===== config.mk =====
export PLATFORM = sky130hd
export DESIGN_NAME = rx_dest_filter
export DESIGN_NICKNAME = d
export VERILOG_FILES = /design/src/rtl/rx_dafilt_pkg.sv /design/src/rtl/dafilt_capture.sv /design/src/rtl/dafilt_crc.sv /design/src/rtl/dafilt_decide.sv /design/src/rtl/rx_dest_filter.sv
export SDC_FILE = /design/constraint.sdc
export NUM_CORES = 1
export LEC_CHECK = 0
export CAP_MARGIN = 15
export CORE_MARGIN = 3
export CORE_UTILIZATION = 60
export DETAILED_ROUTE_END_ITERATION = 6
export DONT_BUFFER_PORTS = 1
export PLACE_DENSITY = 0.81
export SLEW_MARGIN = 20
export SYNTH_ARGS = -nofsm -noshare
export SYNTH_HDL_FRONTEND = slang
export SYNTH_SLANG_ARGS = --single-unit

===== constraint.sdc =====
create_clock -name clk -period 3.8 [get_ports clk]
set_clock_uncertainty 0.2 [all_clocks]
set_input_delay 0.76 -clock clk [delete_from_list [all_inputs] [get_ports clk]]
set_output_delay 0.76 -clock clk [all_outputs]
set_load 0.01 [all_outputs]

===== src/rtl/rx_dafilt_pkg.sv =====
package rx_dafilt_pkg;

    localparam int BYTE_W      = 8;
    localparam int ADDR_BYTES  = 6;
    localparam int ADDR_W      = BYTE_W * ADDR_BYTES;
    localparam int HASH_IDX_W  = 6;
    localparam int MODE_W      = 32;
    localparam int MODE_BC_REJ = 3;
    localparam int MODE_PROMIS = 5;

    localparam logic [31:0] CRC_POLY = 32'h04C1_1DB7;
    localparam logic [31:0] CRC_SEED = 32'hFFFF_FFFF;

    typedef enum logic [1:0] {
        DA_SHORT     = 2'd0,
        DA_UNICAST   = 2'd1,
        DA_MULTICAST = 2'd2,
        DA_BROADCAST = 2'd3
    } da_kind_e;

    typedef struct packed {
        logic     accept;
        da_kind_e kind;
    } verdict_t;

    // One byte into a left-shifting CRC-32 state, data bit 0 first.
    function automatic logic [31:0] crc_step(input logic [31:0] cur,
                                             input logic [BYTE_W-1:0] din);
        logic [31:0] st;
        st = cur;
        for (int b = 0; b < BYTE_W; b++) begin
            if (st[31] ^ din[b])
                st = {st[30:0], 1'b0} ^ CRC_POLY;
            else
                st = {st[30:0], 1'b0};
        end
        return st;
    endfunction

endpackage


===== src/rtl/dafilt_capture.sv =====
module dafilt_capture
    import rx_dafilt_pkg::*;
(
    input  logic              clk,
    input  logic              rst,
    input  logic              in_valid,
    input  logic              in_sof,
    input  logic              in_eof,
    input  logic [BYTE_W-1:0] in_byte,
    output logic              take,
    output logic              last_byte,
    output logic              short_end,
    output logic [ADDR_W-1:0] full_da
);
    localparam int CNT_W = $clog2(ADDR_BYTES + 1);
    localparam logic [CNT_W-1:0] FULL = CNT_W'(ADDR_BYTES);
    localparam logic [CNT_W-1:0] ONE  = CNT_W'(1);

    logic [CNT_W-1:0]  cnt_q, cnt_after;
    logic [ADDR_W-1:0] sr_q;

    always_comb begin
        take      = in_valid && (in_sof || (cnt_q != '0 && cnt_q != FULL));
        cnt_after = cnt_q;
        if (take)
            cnt_after = in_sof ? ONE : cnt_q + ONE;
        last_byte = take && (cnt_after == FULL);
        short_end = in_eof && !last_byte && (cnt_after != '0) && (cnt_after != FULL);
        full_da   = {sr_q[ADDR_W-BYTE_W-1:0], in_byte};
    end

    always_ff @(posedge clk) begin
        if (rst) begin
            cnt_q <= '0;
            sr_q  <= '0;
        end else begin
            cnt_q <= in_eof ? '0 : cnt_after;
            if (take)
                sr_q <= in_sof ? {{(ADDR_W-BYTE_W){1'b0}}, in_byte} : full_da;
        end
    end

    // counter never runs past the address length
    assert_cnt_bound_R10: assert property (@(posedge clk) disable iff (rst)
        cnt_q <= FULL);

    // once the address is complete, further bytes are not taken
    assert_done_holds_R2: assert property (@(posedge clk) disable iff (rst)
        (cnt_q == FULL && !in_sof && !in_eof) |=> (cnt_q == FULL));

endmodule


===== src/rtl/dafilt_crc.sv =====
module dafilt_crc
    import rx_dafilt_pkg::*;
(
    input  logic              clk,
    input  logic              rst,
    input  logic              take,
    input  logic              restart,
    input  logic [BYTE_W-1:0] in_byte,
    output logic [31:0]       crc_nx
);
    logic [31:0] crc_q;

    always_comb crc_nx = crc_step(restart ? CRC_SEED : crc_q, in_byte);

    always_ff @(posedge clk) begin
        if (rst)
            crc_q <= CRC_SEED;
        else if (take)
            crc_q <= crc_nx;
    end

endmodule


===== src/rtl/dafilt_decide.sv =====
module dafilt_decide
    import rx_dafilt_pkg::*;
(
    input  logic [ADDR_W-1:0] da,
    input  logic [31:0]       crc,
    input  logic [MODE_W-1:0] mode,
    input  logic [31:0]       sta_lo,
    input  logic [15:0]       sta_hi,
    input  logic [31:0]       hash_lo,
    input  logic [31:0]       hash_hi,
    output verdict_t          verdict
);
    logic                  is_bc, is_mc, own_hit, hash_hit;
    logic [HASH_IDX_W-1:0] idx;

    always_comb begin
        is_bc    = &da;
        is_mc    = da[ADDR_W-BYTE_W] && !is_bc;
        own_hit  = (da == {sta_hi, sta_lo});
        idx      = crc[31 -: HASH_IDX_W];
        hash_hit = idx[HASH_IDX_W-1] ? hash_hi[idx[HASH_IDX_W-2:0]]
                                     : hash_lo[idx[HASH_IDX_W-2:0]];
        if (is_bc)      verdict.kind = DA_BROADCAST;
        else if (is_mc) verdict.kind = DA_MULTICAST;
        else            verdict.kind = DA_UNICAST;
        verdict.accept = mode[MODE_PROMIS]
                       | (is_bc && !mode[MODE_BC_REJ])
                       | own_hit
                       | (is_mc && hash_hit);
    end

endmodule


===== src/rtl/rx_dest_filter.sv =====
module rx_dest_filter
    import rx_dafilt_pkg::*;
(
    input  logic        clk,
    input  logic        rst,
    input  logic        in_valid,
    input  logic        in_sof,
    input  logic        in_eof,
    input  logic [7:0]  in_byte,
    input  logic [31:0] cfg_mode,
    input  logic [31:0] sta_lo,
    input  logic [15:0] sta_hi,
    input  logic [31:0] hash_lo,
    input  logic [31:0] hash_hi,
    output logic        verdict_valid,
    output logic        verdict_accept,
    output logic [1:0]  verdict_kind
);
    logic              take, last_byte, short_end;
    logic [ADDR_W-1:0] full_da;
    logic [31:0]       crc_nx;
    verdict_t          dec, vq;
    logic              vld_q;

    dafilt_capture u_cap (
        .clk(clk), .rst(rst), .in_valid(in_valid), .in_sof(in_sof),
        .in_eof(in_eof), .in_byte(in_byte), .take(take),
        .last_byte(last_byte), .short_end(short_end), .full_da(full_da)
    );

    dafilt_crc u_crc (
        .clk(clk), .rst(rst), .take(take), .restart(in_sof),
        .in_byte(in_byte), .crc_nx(crc_nx)
    );

    dafilt_decide u_dec (
        .da(full_da), .crc(crc_nx), .mode(cfg_mode), .sta_lo(sta_lo),
        .sta_hi(sta_hi), .hash_lo(hash_lo), .hash_hi(hash_hi), .verdict(dec)
    );

    always_ff @(posedge clk) begin
        if (rst) begin
            vld_q <= 1'b0;
            vq    <= '{accept: 1'b0, kind: DA_SHORT};
        end else begin
            vld_q <= last_byte || short_end;
            if (last_byte)
                vq <= dec;
            else
                vq <= '{accept: 1'b0, kind: DA_SHORT};
        end
    end

    assign verdict_valid  = vld_q;
    assign verdict_accept = vq.accept;
    assign verdict_kind   = vq.kind;

    // promiscuous mode accepts a completed address
    assert_promisc_accept_R6: assert property (@(posedge clk) disable iff (rst)
        (last_byte && cfg_mode[MODE_PROMIS]) |=> (verdict_valid && verdict_accept));

    // broadcast with reject bit and no promiscuous override is dropped
    assert_bcast_reject_R4: assert property (@(posedge clk) disable iff (rst)
        (last_byte && (&full_da) && cfg_mode[MODE_BC_REJ] && !cfg_mode[MODE_PROMIS])
        |=> (verdict_valid && !verdict_accept && verdict_kind == DA_BROADCAST));

    // short frames never pass
    assert_short_reject_R7: assert property (@(posedge clk) disable iff (rst)
        (verdict_valid && verdict_kind == DA_SHORT) |-> !verdict_accept);

    // accept only travels with the strobe
    assert_accept_strobed_R2: assert property (@(posedge clk) disable iff (rst)
        verdict_accept |-> verdict_valid);

endmodule


* After elaboration in Yosys (flattened, before gate mapping)
Index checks and enable logic that the tools add are counted.
Word-level totals: flip-flop bits (word level) 79, bits of input ports 157, output and inout bits 4, logic and storage cells 70
Operators by class: add/sub/neg operators 1, magnitude comparators 1, equality and inequality tests 4, mux-type cells 19, bitwise logic cells 20, reductions and logical operators 19
Operators with widths (count):
- two-way mux 27 bit | 8
- inverter 14 bit | 8
- equality test 48 bit | 1
- AND reduction 48 bit | 1
- two-way mux 40 bit | 1
- two-way mux 32 bit | 1
- binary-select mux 1 bit (select 5 bit) | 2
- logical AND 1 bit | 9
- bitwise XOR 1 bit | 8
- less-than comparator 5 x 6 -> 1 bit, second input constant | 1
- two-way mux 3 bit | 2
- != test 3 bit, second input constant | 2
- nonzero test 3 bit | 2
- two-way mux 2 bit | 2
- OR reduction 2 bit | 2
- adder 3 x 1 -> 3 bit, second input constant | 1
- equality test 3 bit, second input constant | 1
- logical NOT 1 bit | 3
- two-way mux 1 bit | 3
- OR 1 bit | 3
- logical OR 1 bit | 2
- inverter 1 bit | 1

* Logic depth before layout (Yosys ltp)
depth in word-level cells 22, gate-level depth with buffers 11, mapped depth without buffers 11

* Hierarchy
From an unflattened synthesis, not the netlist that was laid out.
Second synthesis, totals: cells, all modules 639, area total of the unflattened synthesis 5570.3 um^2
Modules (own cells, without submodules):
- dafilt_crc | instances 1, cells an instance 274, area an instance 2397.3 um^2, sequential area each 640.6 um^2
- dafilt_capture | instances 1, cells an instance 216, area an instance 1805.5 um^2, sequential area each 860.8 um^2
- dafilt_decide | instances 1, cells an instance 141, area an instance 1251.2 um^2, sequential area each 0.0 um^2
- rx_dest_filter | instances 1, cells an instance 8, area an instance 116.4 um^2, sequential area each 80.1 um^2

* Worst setup path before layout
No wires, ideal clock.
path type input -> register, start point input in_byte[1], end point register vq (netlist bit verdict_accept), setup time 0.137 ns, data arrival time 3.182 ns, data required time 3.463 ns, path slack 0.281 ns, stages on the path 10, path buffers 2, cells stage by stage clkbuf_8 -> xor2_2 -> xnor2_2 -> xor3_2 -> buf_6 -> mux4_2 -> mux2i_1 -> nand2_1 -> a311oi_1 -> o221ai_1
On the way: word-level cells in the longest chain between the ends 13, elaborated cells between the ends (all ways) 25, classes of those cells eq/ne (1); mux (11); bitwise (8); reduce/logical (5)
RTL lines:
- from (decl) | line rx_dest_filter.sv:9 | input logic [7:0] in_byte,
- bitwise XOR 1 bit | line rx_dafilt_pkg.sv:32 | if (st[31] ^ din[b])
- two-way mux 27 bit | line rx_dafilt_pkg.sv:32
- inverter 14 bit (no line)
- two-way mux 27 bit (3 in series) | line rx_dafilt_pkg.sv:32
- inverter 14 bit (no line)
- two-way mux 27 bit | line rx_dafilt_pkg.sv:32
- binary-select mux 1 bit (select 5 bit), on equally long branches | line dafilt_decide.sv:22, dafilt_decide.sv:21
- two-way mux 1 bit, on equally long branches | line dafilt_decide.sv:22, dafilt_decide.sv:21
- two-way mux 1 bit | line dafilt_decide.sv:21 | hash_hit = idx[HASH_IDX_W-1] ? hash_hi[idx[HASH_IDX_W-2:0]]
- logical AND 1 bit | line dafilt_decide.sv:29 | | (is_mc && hash_hit);
- OR 1 bit * | line dafilt_decide.sv:29
- to (signal assigned) | line rx_dest_filter.sv:44 | vq <= '{accept: 1'b0, kind: DA_SHORT};
- to (signal assigned) | line rx_dest_filter.sv:50 | vq <= '{accept: 1'b0, kind: DA_SHORT};
- to (decl) | line rx_dest_filter.sv:22 | verdict_t dec, vq;
Every way passes the cells marked *; elsewhere a longest branch is shown, timed or not. The select of a mux whose other input is x is not followed. A chain may end at the register's enable or synchronous reset.

* Worst setup path in the final report
start point register u_crc.crc_q[31], end point register vq (netlist bit verdict_accept)
On the way: word-level cells in the longest chain between the ends 14, elaborated cells between the ends (all ways) 19, classes of those cells mux (12); bitwise (6); reduce/logical (1)
RTL lines:
- from (decl) | line dafilt_crc.sv:11 | logic [31:0] crc_q;
- from (signal assigned) | line dafilt_crc.sv:19 | crc_q <= crc_nx;
- two-way mux 32 bit * | line dafilt_crc.sv:13 | always_comb crc_nx = crc_step(restart ? CRC_SEED : crc_q, in_byte);
- bitwise XOR 1 bit * | line rx_dafilt_pkg.sv:32
- two-way mux 27 bit * | line rx_dafilt_pkg.sv:32
- inverter 14 bit (no line)
- two-way mux 27 bit (3 in series) | line rx_dafilt_pkg.sv:32
- inverter 14 bit (no line)
- two-way mux 27 bit | line rx_dafilt_pkg.sv:32
- binary-select mux 1 bit (select 5 bit), on equally long branches | line dafilt_decide.sv:22, dafilt_decide.sv:21
- two-way mux 1 bit, on equally long branches | line dafilt_decide.sv:22, dafilt_decide.sv:21
- two-way mux 1 bit * | line dafilt_decide.sv:21
- logical AND 1 bit * | line dafilt_decide.sv:29
- OR 1 bit * | line dafilt_decide.sv:29
Marks and branches as above.

==> flow_summary.yaml <==
clock_network:
  cts_num_sinks: 79
  clk_pin_slew_worst_paths_ns: 0.08
  clk-insertion-delay-late_ns: 0.36
  numCtsBuffers: 9
  tritoncts: "built"
  post-cts-setup-buffers: 0
  cts.path.max_buffers: 2
  cts_root_buffer: "clkbuf_8"
  cts.repair.resized: 0
  cts_hold_repair.buffers: 0
  htreeDepth: 3
finish:
  postLayoutCoreUtil_pct: 65.9
  drive_gt1_share_pct: 8.04
  layout-area-overhead-vs-synth_pct: 3.81
  finish.net_count: 752
  post_layout_nonfiller_instances: 705
  final_common_cell: "dfxtp_1"
  layout.cells.most_common_list: "79 x dfxtp_1, 73 x xor2_1, 65 x nor2_1"
global_routing:
  first_global_vias: 4257
  globalRoute.totalOverflow: 0
  grt_start_max_net_pins: 103
  global_route_wire_length_before_repair_microns: 21700
  grtUsageTotal_pct: 27.7
  initial_antenna_violation_count: 2
routing:
  route.detailed.vias_per_inst: 6.24
  drcViolationCount: 0
  routed_wirelength_microns: 13900
  ant_nets: 0
  drtPass1Iterations: 5
  route.vias.total: 4400
  first_iter_violations: 401
  wl_per_cell_microns: 19.7
worst_setup_path:
  cp_top_family: "XOR/XNOR gates"
  worstPathBufferInverterCount: 1
  worst_setup_path_start_kind: "flip-flop"
  critical-path-top-cell-by-count: "xor2_1"
  timing.critical_path.cells: "xor2_1 -> nand2b_1 -> xnor3_4 -> xor2_1 -> buf_4 -> nor2b_1 -> a22oi_1 -> a31o_2 -> a311oi_1 -> o221ai_1"
  critical_path.endpoint_type: "flip-flop"
  cp_data_arrival_time_ns: 3.12
  timing.setup.critical_path_class: "flip-flop to flip-flop"
  worst_path_largest_cell_delay_ns: 0.65
  worst-path-max-fanout: 15
  crit_required_ns: 3.82
  cpMaxStageDelayCell: "dfxtp_1"
power:
  pwr_density_cell_mw_per_mm2: 475
  design_power_total_w: 0.00264
  worst_vdd_ir_uv: 311
  static-leakage-power_nw: 2.07
sta:
  slew_viols_final: 0
  finalWorstSetupSlack_ns: 0.699
  clock_period_minus_worst_slack_ns: 3.10
  worst-slew-pin-transition_ns: 0.995
  unrepaired_setup_endpoints_after_global_routing: "no"
  final-setup-viol-count: 0
  timing.fmax_ghz: 0.323
  final.period_utilization_pct: 81.6
  timing.setup.tns_ns: 0
  finalHoldViolCount: 0
  slew_headroom_pct: 33.7
place:
  place_hpwl_microns: 9940
  dpl_worst_slack_ns: 0.480
  io_buffers: 0
  place.gp.congestion: 0.995
  placed_cells: 686
synthesis:
  yosys_warnings: 0
  synth.distinct_cells: 46
  synthCells: 620
  synth_seq_area_share_pct: 29.6
  post_synth.cell_area_avg_sq_um: 8.63
  postSynthNetCount: 780
  synthesis.area_sq_mm: 0.00535
  yosys_register_bits: 79
die:
  core_sq_mm: 0.00842
  floorplan.initialDensity_pct: 63.5
  fp.dieH_microns: 100
  placementRows: 33
  floorplan.die_area_sq_mm: 0.0101
  floorplan_die_width_microns: 100
  design.portCount: 161
worst_hold_path:
  path_category_of_the_worst_min_delay_check: "input pin to flip-flop"
flow_run:
  cap_violations: 0
status:
  outcome: "finished, final reports clean"
## cell usage after synthesis (all sizes together)
cell	number	share of area, %
dfxtp	79	30
xor2	74	12
nor2	65	4.6
xnor2	63	10
nand2	61	4.3
a21oi	45	4.2
clkbuf	38	3.6
nand3b	38	5.3
a211o	28	4.6
nor4	16	1.9
mux2i	15	2.8
nand4	15	1.8
mux2	13	2.7
buf	10	1.2
inv	6	0.42
mux4	6	2.7
o21ai	6	0.56
nor3	5	0.47
nand3	4	0.37
a22oi	3	0.42
ha	3	0.70
nand2b	3	0.35
o22ai	3	0.35
a211oi	2	0.28
nor3b	2	0.28
o211ai	2	0.28
o32ai	2	0.33
or3	2	0.23
xnor3	2	0.98
xor3	2	0.91
a311oi	1	0.16
a31o	1	0.16
a31oi	1	0.12
nor2b	1	0.12
o21a	1	0.14
o221ai	1	0.16
o311ai	1	0.16
## path summary, 6_finish.rpt
path	to	slack (ns)	cells after the start	start
setup / recovery	verdict_accept$_SDFF_PP0_	0.70	10	u_crc.crc_q[31]$_SDFFE_PP1N_
hold / removal	u_cap.cnt_q[2]$_SDFF_PP0_	0.26	1	in_eof
setup reg to reg	verdict_accept$_SDFF_PP0_	0.70	10	u_crc.crc_q[31]$_SDFFE_PP1N_
hold reg to reg	u_crc.crc_q[16]$_SDFFE_PP1N_	0.27	1	u_crc.crc_q[16]$_SDFFE_PP1N_
## logic make-up (layout without fill, tap and decap cells)
group	count (synthesis)	in the layout	share of synthesized area (%)
buffers and inverters	54	31	5.24
XOR/XNOR	141	141	24.6
AND/OR/NAND/NOR	212	212	19.6
multiplexers	34	34	8.28
other	0	3	0
AO/OA/AOI/OAI	97	97	12.0
adder cells (fa/ha/maj)	3	3	0.702
flip-flops	79	79	29.6
## registers in the layout, indices dropped and copies added, names as in the netlist
name	flops
verdict_kind	2
u_crc.crc_q	32
u_cap.cnt_q	3
u_cap.sr_q	40
verdict_accept	1
verdict_valid	1
## cell type report
type	count	area (sq um)
multi-input combinational	487	3500
fill	672	2870
sequential	79	1580
tap	105	131
clock buffer	10	128
clock inverter	6	116
timing repair buffer	9	67.6
inverter	6	22.5
antenna	3	7.51
## power breakdown
group / switching (W) / internal, W / total (W)
Sequential: 0.0000430 / 0.000872 / 0.000915
Clock: 0.000327 / 0.000441 / 0.000768
Combinational: 0.000463 / 0.000491 / 0.000954
Total: 0.000833 / 0.00180 / 0.00264
## per-stage QoR
step | hold slack (ns) | instance area, sq um
global placement | 0.243 | 5300
CTS | 0.243 | 5540
global route | 0.246 | 5550
floorplan | 0.236 | 5350
finish | 0.264 | 5550
detailed placement | 0.250 | 5300
## routing by layer
layer	GRT usage, %	vias to the layer above	part of all wire (%)
met4	11.4	0	2.8
li1	-	2084	-
met2	43.8	221	48
met1	37.1	2065	41
met3	5.56	30	8.4
met5	0	-	0
No activity file was read; power rests on OpenSTA's default activity.
